$ cat src/rtl/cal_alarm_pkg.sv
package cal_alarm_pkg;
    localparam int ADDR_W     = 6;
    localparam int SEL_W      = 4;
    localparam int N_FIELDS   = 7;
    localparam int N_ALM_REGS = 8;
    localparam int N_FLAGS    = 3;
    localparam int YEAR_IDX   = 6;
    localparam int YEAR_EN_IDX = 7;

    localparam logic [ADDR_W-1:0] ADDR_ALM_BASE = 6'h10;
    localparam logic [ADDR_W-1:0] ADDR_STATUS   = 6'h20;
    localparam logic [ADDR_W-1:0] ADDR_CTRL     = 6'h22;

    localparam int FLAG_ALARM  = 0;
    localparam int FLAG_CARRY  = 1;
    localparam int FLAG_PERIOD = 2;

    // Value bits that take part in each field's comparison.
    function automatic logic [7:0] field_mask(input int idx);
        case (idx)
            0, 1, 2: return 8'h7F;
            3:       return 8'h07;
            4:       return 8'h3F;
            5:       return 8'h1F;
            default: return 8'hFF;
        endcase
    endfunction
endpackage

$ cat src/rtl/cal_alarm_cmp.sv
module cal_alarm_cmp
    import cal_alarm_pkg::*;
(
    input  logic [N_ALM_REGS-1:0][7:0] alm_i,
    input  logic [N_FIELDS-1:0][7:0]   now_i,
    output logic                       match_o
);
    logic [N_FIELDS-1:0] field_en;
    logic [N_FIELDS-1:0] field_hit;

    for (genvar i = 0; i < N_FIELDS; i++) begin : g_field
        localparam logic [7:0] MASK = field_mask(i);
        if (i == YEAR_IDX) begin : g_year
            assign field_en[i] = alm_i[YEAR_EN_IDX][7];
        end else begin : g_plain
            assign field_en[i] = alm_i[i][7];
        end
        assign field_hit[i] = !field_en[i] || (((now_i[i] ^ alm_i[i]) & MASK) == 8'h00);
    end

    // A match needs at least one field taking part.
    assign match_o = (|field_en) && (&field_hit);
endmodule

$ cat src/rtl/cal_period_gen.sv
module cal_period_gen
    import cal_alarm_pkg::*;
#(
    parameter int DIV_W      = 10,
    parameter int BASE_CODE  = 6,
    parameter int GUARD_CODE = 8
) (
    input  logic             clk,
    input  logic             rst_n,
    input  logic             sub_tick_i,
    input  logic [SEL_W-1:0] sel_i,
    output logic             per_evt_o,
    output logic             guard_tick_o
);
    localparam int GUARD_SPAN = GUARD_CODE - BASE_CODE;
    localparam logic [DIV_W-1:0] GUARD_MASK = DIV_W'((1 << GUARD_SPAN) - 1);

    logic [DIV_W-1:0] cnt_d, cnt_q;
    logic [SEL_W-1:0] span;
    logic             sel_ok;
    logic [DIV_W-1:0] sel_mask;

    assign sel_ok = (sel_i >= SEL_W'(BASE_CODE)) &&
                    ((sel_i - SEL_W'(BASE_CODE)) < SEL_W'(DIV_W));
    assign span   = sel_i - SEL_W'(BASE_CODE);

    for (genvar k = 0; k < DIV_W; k++) begin : g_mask
        assign sel_mask[k] = (SEL_W'(k) < span);
    end

    always_comb begin
        cnt_d        = cnt_q;
        if (sub_tick_i) begin
            cnt_d = cnt_q + 1'b1;
        end
        per_evt_o    = sub_tick_i && sel_ok && ((cnt_q & sel_mask) == sel_mask);
        guard_tick_o = sub_tick_i && ((cnt_q & GUARD_MASK) == GUARD_MASK);
    end

    always_ff @(posedge clk or negedge rst_n) begin
        if (!rst_n) begin
            cnt_q <= '0;
        end else begin
            cnt_q <= cnt_d;
        end
    end
endmodule

$ cat src/rtl/cal_alarm_unit.sv
module cal_alarm_unit
    import cal_alarm_pkg::*;
#(
    parameter int GUARD_TICKS = 2,
    parameter int DIV_W       = 10,
    parameter int BASE_CODE   = 6,
    parameter int GUARD_CODE  = 8
) (
    input  logic        clk,
    input  logic        rst_n,
    input  logic        sub_tick_i,
    input  logic        carry_evt_i,
    input  logic [6:0]  now_sec_i,
    input  logic [6:0]  now_min_i,
    input  logic [6:0]  now_hour_i,
    input  logic [2:0]  now_wday_i,
    input  logic [5:0]  now_day_i,
    input  logic [4:0]  now_mon_i,
    input  logic [7:0]  now_year_i,
    input  logic        bus_wen_i,
    input  logic [5:0]  bus_addr_i,
    input  logic [7:0]  bus_wdata_i,
    output logic [7:0]  bus_rdata_o,
    output logic [2:0]  status_o,
    output logic        irq_alarm_o,
    output logic        irq_carry_o,
    output logic        irq_period_o
);
    localparam int GUARD_W = $clog2(GUARD_TICKS + 1);
    localparam int SLOT_W  = $clog2(N_ALM_REGS);
    localparam logic [ADDR_W-1:0] ALM_END = ADDR_ALM_BASE + ADDR_W'(2 * N_ALM_REGS);

    typedef struct packed {
        logic [N_ALM_REGS-1:0][7:0] alm;
        logic [N_FLAGS-1:0]         ctrl_en;
        logic [SEL_W-1:0]           ctrl_sel;
        logic [N_FLAGS-1:0]         flags;
        logic [GUARD_W-1:0]         guard;
        logic                       match_prev;
    } state_t;

    state_t st_d, st_q;

    logic [N_FIELDS-1:0][7:0] now_bank;
    logic                     match_w;
    logic                     per_evt_w;
    logic                     guard_tick_w;
    logic                     guard_idle_w;
    logic [N_FLAGS-1:0]       ctrl_en_w;
    logic                     alm_hit;
    logic [ADDR_W-1:0]        alm_off;
    logic [SLOT_W-1:0]        alm_slot;
    logic                     alm_wr, stat_wr, ctrl_wr;
    logic [N_FLAGS-1:0]       flag_set, flag_keep;

    assign now_bank = {now_year_i, {3'b000, now_mon_i}, {2'b00, now_day_i},
                       {5'b00000, now_wday_i}, {1'b0, now_hour_i},
                       {1'b0, now_min_i}, {1'b0, now_sec_i}};

    cal_alarm_cmp u_cmp (
        .alm_i   (st_q.alm),
        .now_i   (now_bank),
        .match_o (match_w)
    );

    cal_period_gen #(
        .DIV_W      (DIV_W),
        .BASE_CODE  (BASE_CODE),
        .GUARD_CODE (GUARD_CODE)
    ) u_per (
        .clk          (clk),
        .rst_n        (rst_n),
        .sub_tick_i   (sub_tick_i),
        .sel_i        (st_q.ctrl_sel),
        .per_evt_o    (per_evt_w),
        .guard_tick_o (guard_tick_w)
    );

    assign alm_off  = bus_addr_i - ADDR_ALM_BASE;
    assign alm_slot = alm_off[SLOT_W:1];
    assign alm_hit  = (bus_addr_i >= ADDR_ALM_BASE) && (bus_addr_i < ALM_END) && !bus_addr_i[0];
    assign alm_wr   = bus_wen_i && alm_hit;
    assign stat_wr  = bus_wen_i && (bus_addr_i == ADDR_STATUS);
    assign ctrl_wr  = bus_wen_i && (bus_addr_i == ADDR_CTRL);
    assign guard_idle_w = (st_q.guard == '0);
    assign ctrl_en_w    = st_q.ctrl_en;

    always_comb begin
        st_d = st_q;

        if (alm_wr) begin
            st_d.alm[alm_slot] = bus_wdata_i;
        end
        if (ctrl_wr) begin
            st_d.ctrl_en  = bus_wdata_i[N_FLAGS-1:0];
            st_d.ctrl_sel = bus_wdata_i[7:8-SEL_W];
        end

        flag_set              = '0;
        flag_set[FLAG_ALARM]  = match_w && !st_q.match_prev && guard_idle_w;
        flag_set[FLAG_CARRY]  = carry_evt_i;
        flag_set[FLAG_PERIOD] = per_evt_w;
        flag_keep             = stat_wr ? bus_wdata_i[N_FLAGS-1:0] : '1;
        st_d.flags            = (st_q.flags & flag_keep) | flag_set;

        if (alm_wr) begin
            st_d.guard = GUARD_W'(GUARD_TICKS);
        end else if (guard_tick_w && !guard_idle_w) begin
            st_d.guard = st_q.guard - 1'b1;
        end

        st_d.match_prev = match_w;
    end

    always_ff @(posedge clk or negedge rst_n) begin
        if (!rst_n) begin
            st_q <= '0;
        end else begin
            st_q <= st_d;
        end
    end

    always_comb begin
        bus_rdata_o = 8'h00;
        if (bus_addr_i == ADDR_STATUS) begin
            bus_rdata_o[N_FLAGS-1:0] = st_q.flags;
        end else if (bus_addr_i == ADDR_CTRL) begin
            bus_rdata_o[N_FLAGS-1:0] = st_q.ctrl_en;
            bus_rdata_o[7:8-SEL_W]   = st_q.ctrl_sel;
        end else if (alm_hit) begin
            bus_rdata_o = st_q.alm[alm_slot];
        end
    end

    assign status_o     = st_q.flags;
    assign irq_alarm_o  = st_q.flags[FLAG_ALARM]  & st_q.ctrl_en[FLAG_ALARM];
    assign irq_carry_o  = st_q.flags[FLAG_CARRY]  & st_q.ctrl_en[FLAG_CARRY];
    assign irq_period_o = st_q.flags[FLAG_PERIOD] & st_q.ctrl_en[FLAG_PERIOD];
endmodule

$ cat config.mk
export PLATFORM = sky130hd
export DESIGN_NAME = cal_alarm_unit
export DESIGN_NICKNAME = d
export VERILOG_FILES = /design/src/rtl/cal_alarm_pkg.sv /design/src/rtl/cal_alarm_cmp.sv /design/src/rtl/cal_period_gen.sv /design/src/rtl/cal_alarm_unit.sv
export SDC_FILE = /design/constraint.sdc
export NUM_CORES = 1
export LEC_CHECK = 0
export ABC_CLOCK_PERIOD_IN_PS = 1900
export CORE_MARGIN = 5
export CORE_UTILIZATION = 49
export DETAILED_ROUTE_END_ITERATION = 16
export GPL_TIMING_DRIVEN = 0
export PLACE_DENSITY = 0.77
export RECOVER_POWER = 25
export SYNTH_ARGS = -nofsm -noshare
export SYNTH_HDL_FRONTEND = slang
export SYNTH_SLANG_ARGS = --single-unit
$ cat constraint.sdc
create_clock -name clk -period 1.9 [get_ports clk]
set_input_delay 0.285 -clock clk [delete_from_list [all_inputs] [get_ports clk]]
set_output_delay 0.285 -clock clk [all_outputs]
set_load 0.01 [all_outputs]
==> run summary, run 1 <==
Status - complete, but fails checks
Compound-cell area share of the yosys netlist - 0.08018
Vias in the first global route - 3933
Combined area of the multi-input logic cells - 2591 sq um
PwrDens - 815.8 nW/um^2
Critical path cell sequence - mux4_2 -> mux2i_2 -> o21ai_1 -> mux2_2 -> buf_6
CORE AREA - 9639 sq um
Switching Fraction - 0.3053
Largest net degree at the start of global routing - 47
Vias/cell - 5.730
Max cap viols - 0
Initial drt markers - 263
Hold Path Class - in2reg
Filler Cell Count - 761
Seq/Total Area, Yosys - 0.4574
Yosys cell types - 48
Clock Sink Count - 87
WHS - 280.1 ps
Leak - 2.776 nW
R2r setup slk - 110 ps
Placed insts - 603
DP Wirelength - 9559 um
Initial antenna violation count - 0
Xor and xnor fraction of the mapped netlist area - 0.09937
Area growth from synthesis to layout - 31.73%
Clock Tree Buf Depth - 2
Main synth FF type - dfrtp_1
Post-synthesis adder-cell area fraction - 0.007886
CTS tree - yes
Mux contribution to synthesized area - 0.2292
RSZ-0062 raised after global routing - true
Drc violations - 0
YS warnings - 0
Fin cells - 653
Worst Setup End Kind - output pin
Crit path DAT - 1950 ps
Final hold viol count - 0
Post-DRT Antenna Nets - 0
Slew @ Worst Pin - 1113 ps
WS Path Type - reg2out
Synth Area in Simple Gates - 0.1036
Initial Utilization - 0.4938
Tot Pwr - 5.115 mW
Final WS setup - -335.2 ps
Setup slack at placement - -1248 ps
Total grt overflow - 0
Die H - 108.6 um
Latest clock arrival within the worst-skew pair - 360 ps
Failing checks - negative setup slack
Gate power share - 0.266
Global placer's final weighted congestion - 0.8873
CP required - 1620 ps
Vias - 3742
GRT Total Usage - 0.2353
Net Sw Power - 1.562 mW
Final period utilization - 1.176
Synth Cell Area - 4760 sq um
DIE AREA - 11780 sq um
Syn Area/Cell - 11.99 sq um
Row count - 36
Setup Skew - 10.92 ps
Clock-pin transition on the worst setup and hold timing paths - 90 ps
Root Driver - clkbuf_8
Peak VDD IR - 0.0004709 V
Syn Inst Count - 397
DRT Pass-1 Iters - 5
Yosys reg bits - 87
Fmax - 447.4 MHz
Final core occ - 0.6504
Clock Power Share - 0.255
H-Tree Depth - 3
Drt total wl - 13070 um
Ports - 76
Cell internal pwr - 3.553 mW
First-pass GRT wire length - 20930 um
TritonCTS Buffers - 9
Horiz. Die Dim - 108.6 um
Storage element area - 2177 sq um
Minimum clock period after layout - 2235 ps
Drt wl/cell - 20.01 um
Nature of the critical path startpoint - flop
Mapped Nets - 462
Antenna cells - 0
IO buf count - 72
CP max-delay cell - mux4_2
Worst-case headroom to the max-slew limit - 0.2578
EDFF count, synth - 0
Largest family of logic cells by synthesized area - multiplexers
Setup-failing EPs final - 8
Share of layout cells above drive strength 1 - 0.3538
Final Max Slew Viols - 0
Sequential Power Share - 0.480
Worst Path Max Fanout - 3
Asr flop ratio synth - 1.000
Final nets - 580
Slowest cell delay on critical path - 490 ps
routing by layer:
metal,vias to the layer above,track usage,routed length [um]
li1,1682,-,-
met1,1865,0.3195,5533
met2,165,0.3733,6251
met3,30,0.05672,971
met4,0,0.07304,310
met5,-,0,0
synthesized netlist by cell type, types with 4 or more instances:
| library cell | n | area share |
|---|---|---|
| mux2_2 | 76 | 0.18 |
| a22oi_1 | 7 | 0.011 |
| a21oi_1 | 5 | 0.0053 |
| and2_1 | 5 | 0.0066 |
| nand2_1 | 21 | 0.017 |
| nor2b_1 | 6 | 0.0079 |
| o21ai_0 | 15 | 0.016 |
| xor2_1 | 20 | 0.037 |
| a22o_1 | 5 | 0.0092 |
| and3_1 | 5 | 0.0066 |
| nor2_1 | 11 | 0.0087 |
| a221oi_1 | 4 | 0.0074 |
| clkbuf_1 | 6 | 0.0047 |
| mux4_2 | 5 | 0.024 |
| dfrtp_1 | 87 | 0.46 |
| mux2i_1 | 10 | 0.021 |
| o41ai_1 | 5 | 0.0092 |
| nand4_1 | 8 | 0.011 |
| nand3_1 | 10 | 0.011 |
| buf_2 | 7 | 0.0074 |
| xnor2_1 | 34 | 0.063 |
| nand2b_1 | 4 | 0.0053 |
flip-flops by register name (all words and copies together), names as in the netlist:
register     flops
ctrl_en_w        3
st_q            71
status_o         3
u_per.cnt_q     10
area by class of cell:
| class | instances | share of cell area |
|---|---|---|
| multi-input combinational | 289 | 0.4133 |
| inverter | 3 | 0.001796 |
| tap | 133 | 0.02654 |
| timing repair buffer | 107 | 0.1559 |
| sequential | 87 | 0.3472 |
| clock buffer | 13 | 0.02375 |
| clock inverter | 3 | 0.006785 |
| buffer | 18 | 0.02475 |
critical path: cells and delay by family (launching register included):
kind / cells / cell delay, ps
buffers and inverters: 1 / 130
multiplexers: 3 / 970
flip-flops: 1 / 430
AO/OA/AOI/OAI: 1 / 80
cells by family after synthesis:
family	after synthesis
multiplexers	93
flip-flops	87
AND/OR/NAND/NOR	85
AO/OA/AOI/OAI	54
XOR/XNOR	54
buffers and inverters	21
adder cells (fa/ha/maj)	3
repair_timing:
action | CTS | global route
buffers inserted | 28 | 5
endpoints found under the hold margin | 41 | 0
setup endpoints to repair | 68 | 44
pin swaps | 7 | 10
gates resized for setup | 78 | 20
hold buffers | 1 | 0
power by group through the flow:
stage	Clock, mW	Sequential [mW]	Combinational [mW]
after global routing	1.38	2.49	1.49
after floorplan	0	2.39	0.776
after global placement	0	2.48	1.13
final	1.30	2.45	1.36
after detailed placement	0	2.50	1.19
after CTS	1.32	2.44	1.31
through the flow:
stage | area (sq um) | setup TNS [ps]
finish | 6270 | -1411
global route | 6270 | -1999
CTS | 6188 | -1418
detailed placement | 5672 | -44420
global placement | 5647 | -266520
floorplan | 4760 | 0
cell usage in the layout (no fill, tap or decap), types with 3 or more instances in the layout:
cell type / count
a221oi_2: 3
and3_1: 5
and2_1: 3
ha_1: 3
a22oi_2: 3
mux2_2: 75
a21oi_1: 5
buf_4: 36
nand4_1: 8
a22o_1: 5
nand2_1: 20
buf_6: 6
xor2_1: 20
nor2b_1: 5
nand2b_1: 3
clkdlybuf4s50_1: 55
nor2_4: 3
xnor2_1: 34
clkbuf_1: 7
mux2i_1: 8
a22oi_1: 4
nor2_1: 11
clkbuf_8: 11
inv_1: 3
nand3_1: 10
mux4_2: 5
dfrtp_1: 87
o41ai_2: 3
buf_2: 9
o21ai_0: 12
worst paths after layout:
kind / from / endpoint / cells past startpoint
worst max-delay path: st_q[47] / bus_rdata_o[2] / 5
worst min-delay path: bus_wen_i / st_q[1] / 2
worst max register to register: st_q[7] / status_o[2] / 4
worst min register to register: u_per.cnt_q[9] / u_per.cnt_q[9] / 1
max in group asynchronous: rst_n / st_q[49] / 3
min in group asynchronous: rst_n / ctrl_en_w[2] / 2
No activity file was read; power rests on OpenSTA's default activity.
==> inputs of run 2 (changes only) <==
--- a/config.mk
+++ b/config.mk
@@ -6,11 +6,14 @@
 export NUM_CORES = 1
 export LEC_CHECK = 0
 export ABC_CLOCK_PERIOD_IN_PS = 1900
+export CELL_PAD_IN_SITES_DETAIL_PLACEMENT = 1
+export CELL_PAD_IN_SITES_GLOBAL_PLACEMENT = 1
+export CORE_ASPECT_RATIO = 0.8
 export CORE_MARGIN = 5
-export CORE_UTILIZATION = 49
+export CORE_UTILIZATION = 39
 export DETAILED_ROUTE_END_ITERATION = 16
 export GPL_TIMING_DRIVEN = 0
-export PLACE_DENSITY = 0.77
+export PLACE_DENSITY_LB_ADDON = 0.1
 export RECOVER_POWER = 25
 export SYNTH_ARGS = -nofsm -noshare
 export SYNTH_HDL_FRONTEND = slang
==> run 2 against run 1 <==
- die area increased by 23%
- the run still ends with negative setup slack left
- routed wire length grew 18%
- combinational power rose by 5%
- critical endpoint unchanged
- critical path type unchanged
- non-clock buffer count rose by 2
- clock-buffer cell count fell by 1
- sequential power about the same
- maximum frequency up 2.4%
- highest routed layer unchanged
- via count is 2.1% lower
- worst hold slack improved by 39 ps
==> run summary, run 2 (synthesis gave the netlist of run 1 again) <==
Setup-failing EPs final - 8 (unchanged)
Slowest cell delay on critical path - 490 ps (about the same)
Clock Sink Count - 87 (unchanged)
Min-delay src - bus_wen_i (unchanged)
Largest register FFs - 71 (unchanged)
CTS tree - yes (unchanged)
Vias/cell - 5.438 (was 5.730)
Slew @ Worst Pin - 750.4 ps (was 1113 ps)
Root Driver - clkbuf_16 (was clkbuf_8)
RSZ-0062 raised after global routing - true (unchanged)
Final WS setup - -282.0 ps (was -335.2 ps)
Initial Utilization - 0.3943 (was 0.4938)
Critical path cell sequence - mux4_2 -> mux2i_4 -> o21ai_2 -> mux2_4 -> buf_6 (was mux4_2 -> mux2i_2 -> o21ai_1 -> mux2_2 -> buf_6)
Setup slack at placement - -1388 ps (was -1248 ps)
Final nets - 582 (was 580)
Vias - 3665 (was 3742)
Final period utilization - 1.148 (was 1.176)
Crit path DAT - 1900 ps (was 1950 ps)
Drt wl/cell - 22.86 um (was 20.01 um)
Drc violations - 0 (unchanged)
Filler Cell Count - 1258 (was 761)
Share of layout cells above drive strength 1 - 0.3851 (was 0.3538)
Largest registers - st_q: 71 flops, u_per.cnt_q: 10 flops (unchanged)
Failing checks - negative setup slack (unchanged)
Most frequent cells in the layout - 85 x dfrtp_1, 74 x mux2_2, 55 x clkdlybuf4s50_1 (was 87 x dfrtp_1, 75 x mux2_2, 55 x clkdlybuf4s50_1)
CP Launch Point - st_q[23] (was st_q[47])
Antenna cells - 0 (unchanged)
Initial antenna violation count - 0 (unchanged)
Worst Path Max Fanout - 3 (unchanged)
H-Tree Depth - 3 (unchanged)
Largest net degree at the start of global routing - 60 (was 47)
Hold Path Class - in2reg (unchanged)
Final Max Slew Viols - 0 (unchanged)
First-pass GRT wire length - 23720 um (was 20930 um)
Setup Skew - 5.121 ps (was 10.92 ps)
Worst R2R Start - st_q[7] (unchanged)
Die H - 108.8 um (was 108.6 um)
Fmax - 458.3 MHz (was 447.4 MHz)
Nature of the critical path startpoint - flop (unchanged)
CP max-delay cell - mux4_2 (unchanged)
Latest clock arrival within the worst-skew pair - 340 ps (was 360 ps)
Clock-pin transition on the worst setup and hold timing paths - 60 ps (was 90 ps)
Ports - 76 (unchanged)
Placed insts - 622 (was 603)
Final core occ - 0.5436 (was 0.6504)
WS Path Type - reg2out (unchanged)
CP required - 1620 ps (about the same)
Peak VDD IR - 0.0004452 V (was 0.0004709 V)
Vias in the first global route - 3980 (was 3933)
IO buf count - 72 (unchanged)
PwrDens - 877.9 nW/um^2 (was 815.8 nW/um^2)
TritonCTS Buffers - 9 (unchanged)
Post-DRT Antenna Nets - 0 (unchanged)
Worst-case headroom to the max-slew limit - 0.4997 (was 0.2578)
Initial drt markers - 212 (was 263)
Worst Setup End Kind - output pin (unchanged)
Row count - 36 (unchanged)
GRT Total Usage - 0.2190 (was 0.2353)
DP Wirelength - 11070 um (was 9559 um)
Leak - 2.890 nW (was 2.776 nW)
Total grt overflow - 0 (unchanged)
Drt total wl - 15410 um (was 13070 um)
Largest register by flop count - st_q (unchanged)
Global placer's final weighted congestion - 0.8335 (was 0.8873)
Setup TNS - -1193 ps (was -1411 ps)
Max cap viols - 0 (unchanged)
Clock Tree Buf Depth - 2 (unchanged)
Area growth from synthesis to layout - 37.88% (was 31.73%)
CORE AREA - 12070 sq um (was 9639 sq um)
Status - complete, but fails checks (unchanged)
DRT Pass-1 Iters - 4 (was 5)
Minimum clock period after layout - 2182 ps (was 2235 ps)
Final hold viol count - 0 (unchanged)
Fin cells - 674 (was 653)
Horiz. Die Dim - 133.5 um (was 108.6 um)
DIE AREA - 14530 sq um (was 11780 sq um)
Most common cell after layout, fill and taps aside - dfrtp_1 (unchanged)
run 2: critical path: cells and delay by family (launching register included):
| family | cells | cell delay, ps |
|---|---|---|
| multiplexers | 3 | 950 |
| AO/OA/AOI/OAI | 1 | 80 |
| buffers and inverters | 1 | 120 |
| flip-flops | 1 | 410 |
run 2: stage by stage:
step	area [sq um]	power, mW	hold slack [ps]
2_1_floorplan	4760	3.170	-10.59
3_3_place_gp	5670	3.657	482.7
3_5_place_dp	5695	3.731	245.2
4_1_cts	6461	5.743	431.1
5_1_grt	6563	6.041	334.5
6_report	6563	5.761	319.4
run 2: worst paths after layout:
check | end | slack, ps | depth (start not counted)
min in group asynchronous | status_o[1] | 550 | 2
setup / recovery | bus_rdata_o[2] | -280 | 5
hold reg to reg | u_per.cnt_q[5] | 510 | 1
setup reg to reg | status_o[2] | 130 | 4
max in group asynchronous | st_q[67] | 310 | 3
hold / removal | st_q[1] | 320 | 2
run 2: routing by layer:
layer | vias to the layer above | wire, um | share of wire | track usage
met3 | 7 | 544 | 0.035 | 0.04935
met5 | - | 0 | 0 | 0
met2 | 60 | 7346 | 0.48 | 0.3500
li1 | 1699 | - | - | -
met1 | 1899 | 7420 | 0.48 | 0.3093
met4 | 0 | 95 | 0.0062 | 0.04332
run 2: layout make-up:
class	count	area [sq um]	area share
inverter	3	11.26	0.001716
tap	152	190.2	0.02898
multi-input combinational	289	2696	0.4109
clock buffer	12	256.5	0.03908
sequential	87	2180	0.3321
timing repair buffer	111	1044	0.1590
clock inverter	4	53.80	0.008198
buffer	16	131.4	0.02002
run 2: timing repair:
| action | 4_1_cts | 5_1_grt |
|---|---|---|
| endpoints found under the hold margin | 28 | 0 |
| cloned | 2 | 0 |
| resized for setup | 110 | 18 |
| setup endpoints to repair | 82 | 43 |
| buffers inserted | 28 | 7 |
| hold buffers | 1 | 0 |
| pin swaps | 22 | 9 |
run 2: power breakdown:
part / switching (mW) / internal, mW
logic: 0.650 / 0.783
clock network: 0.750 / 1.09
registers: 0.324 / 2.16
total: 1.72 / 4.04
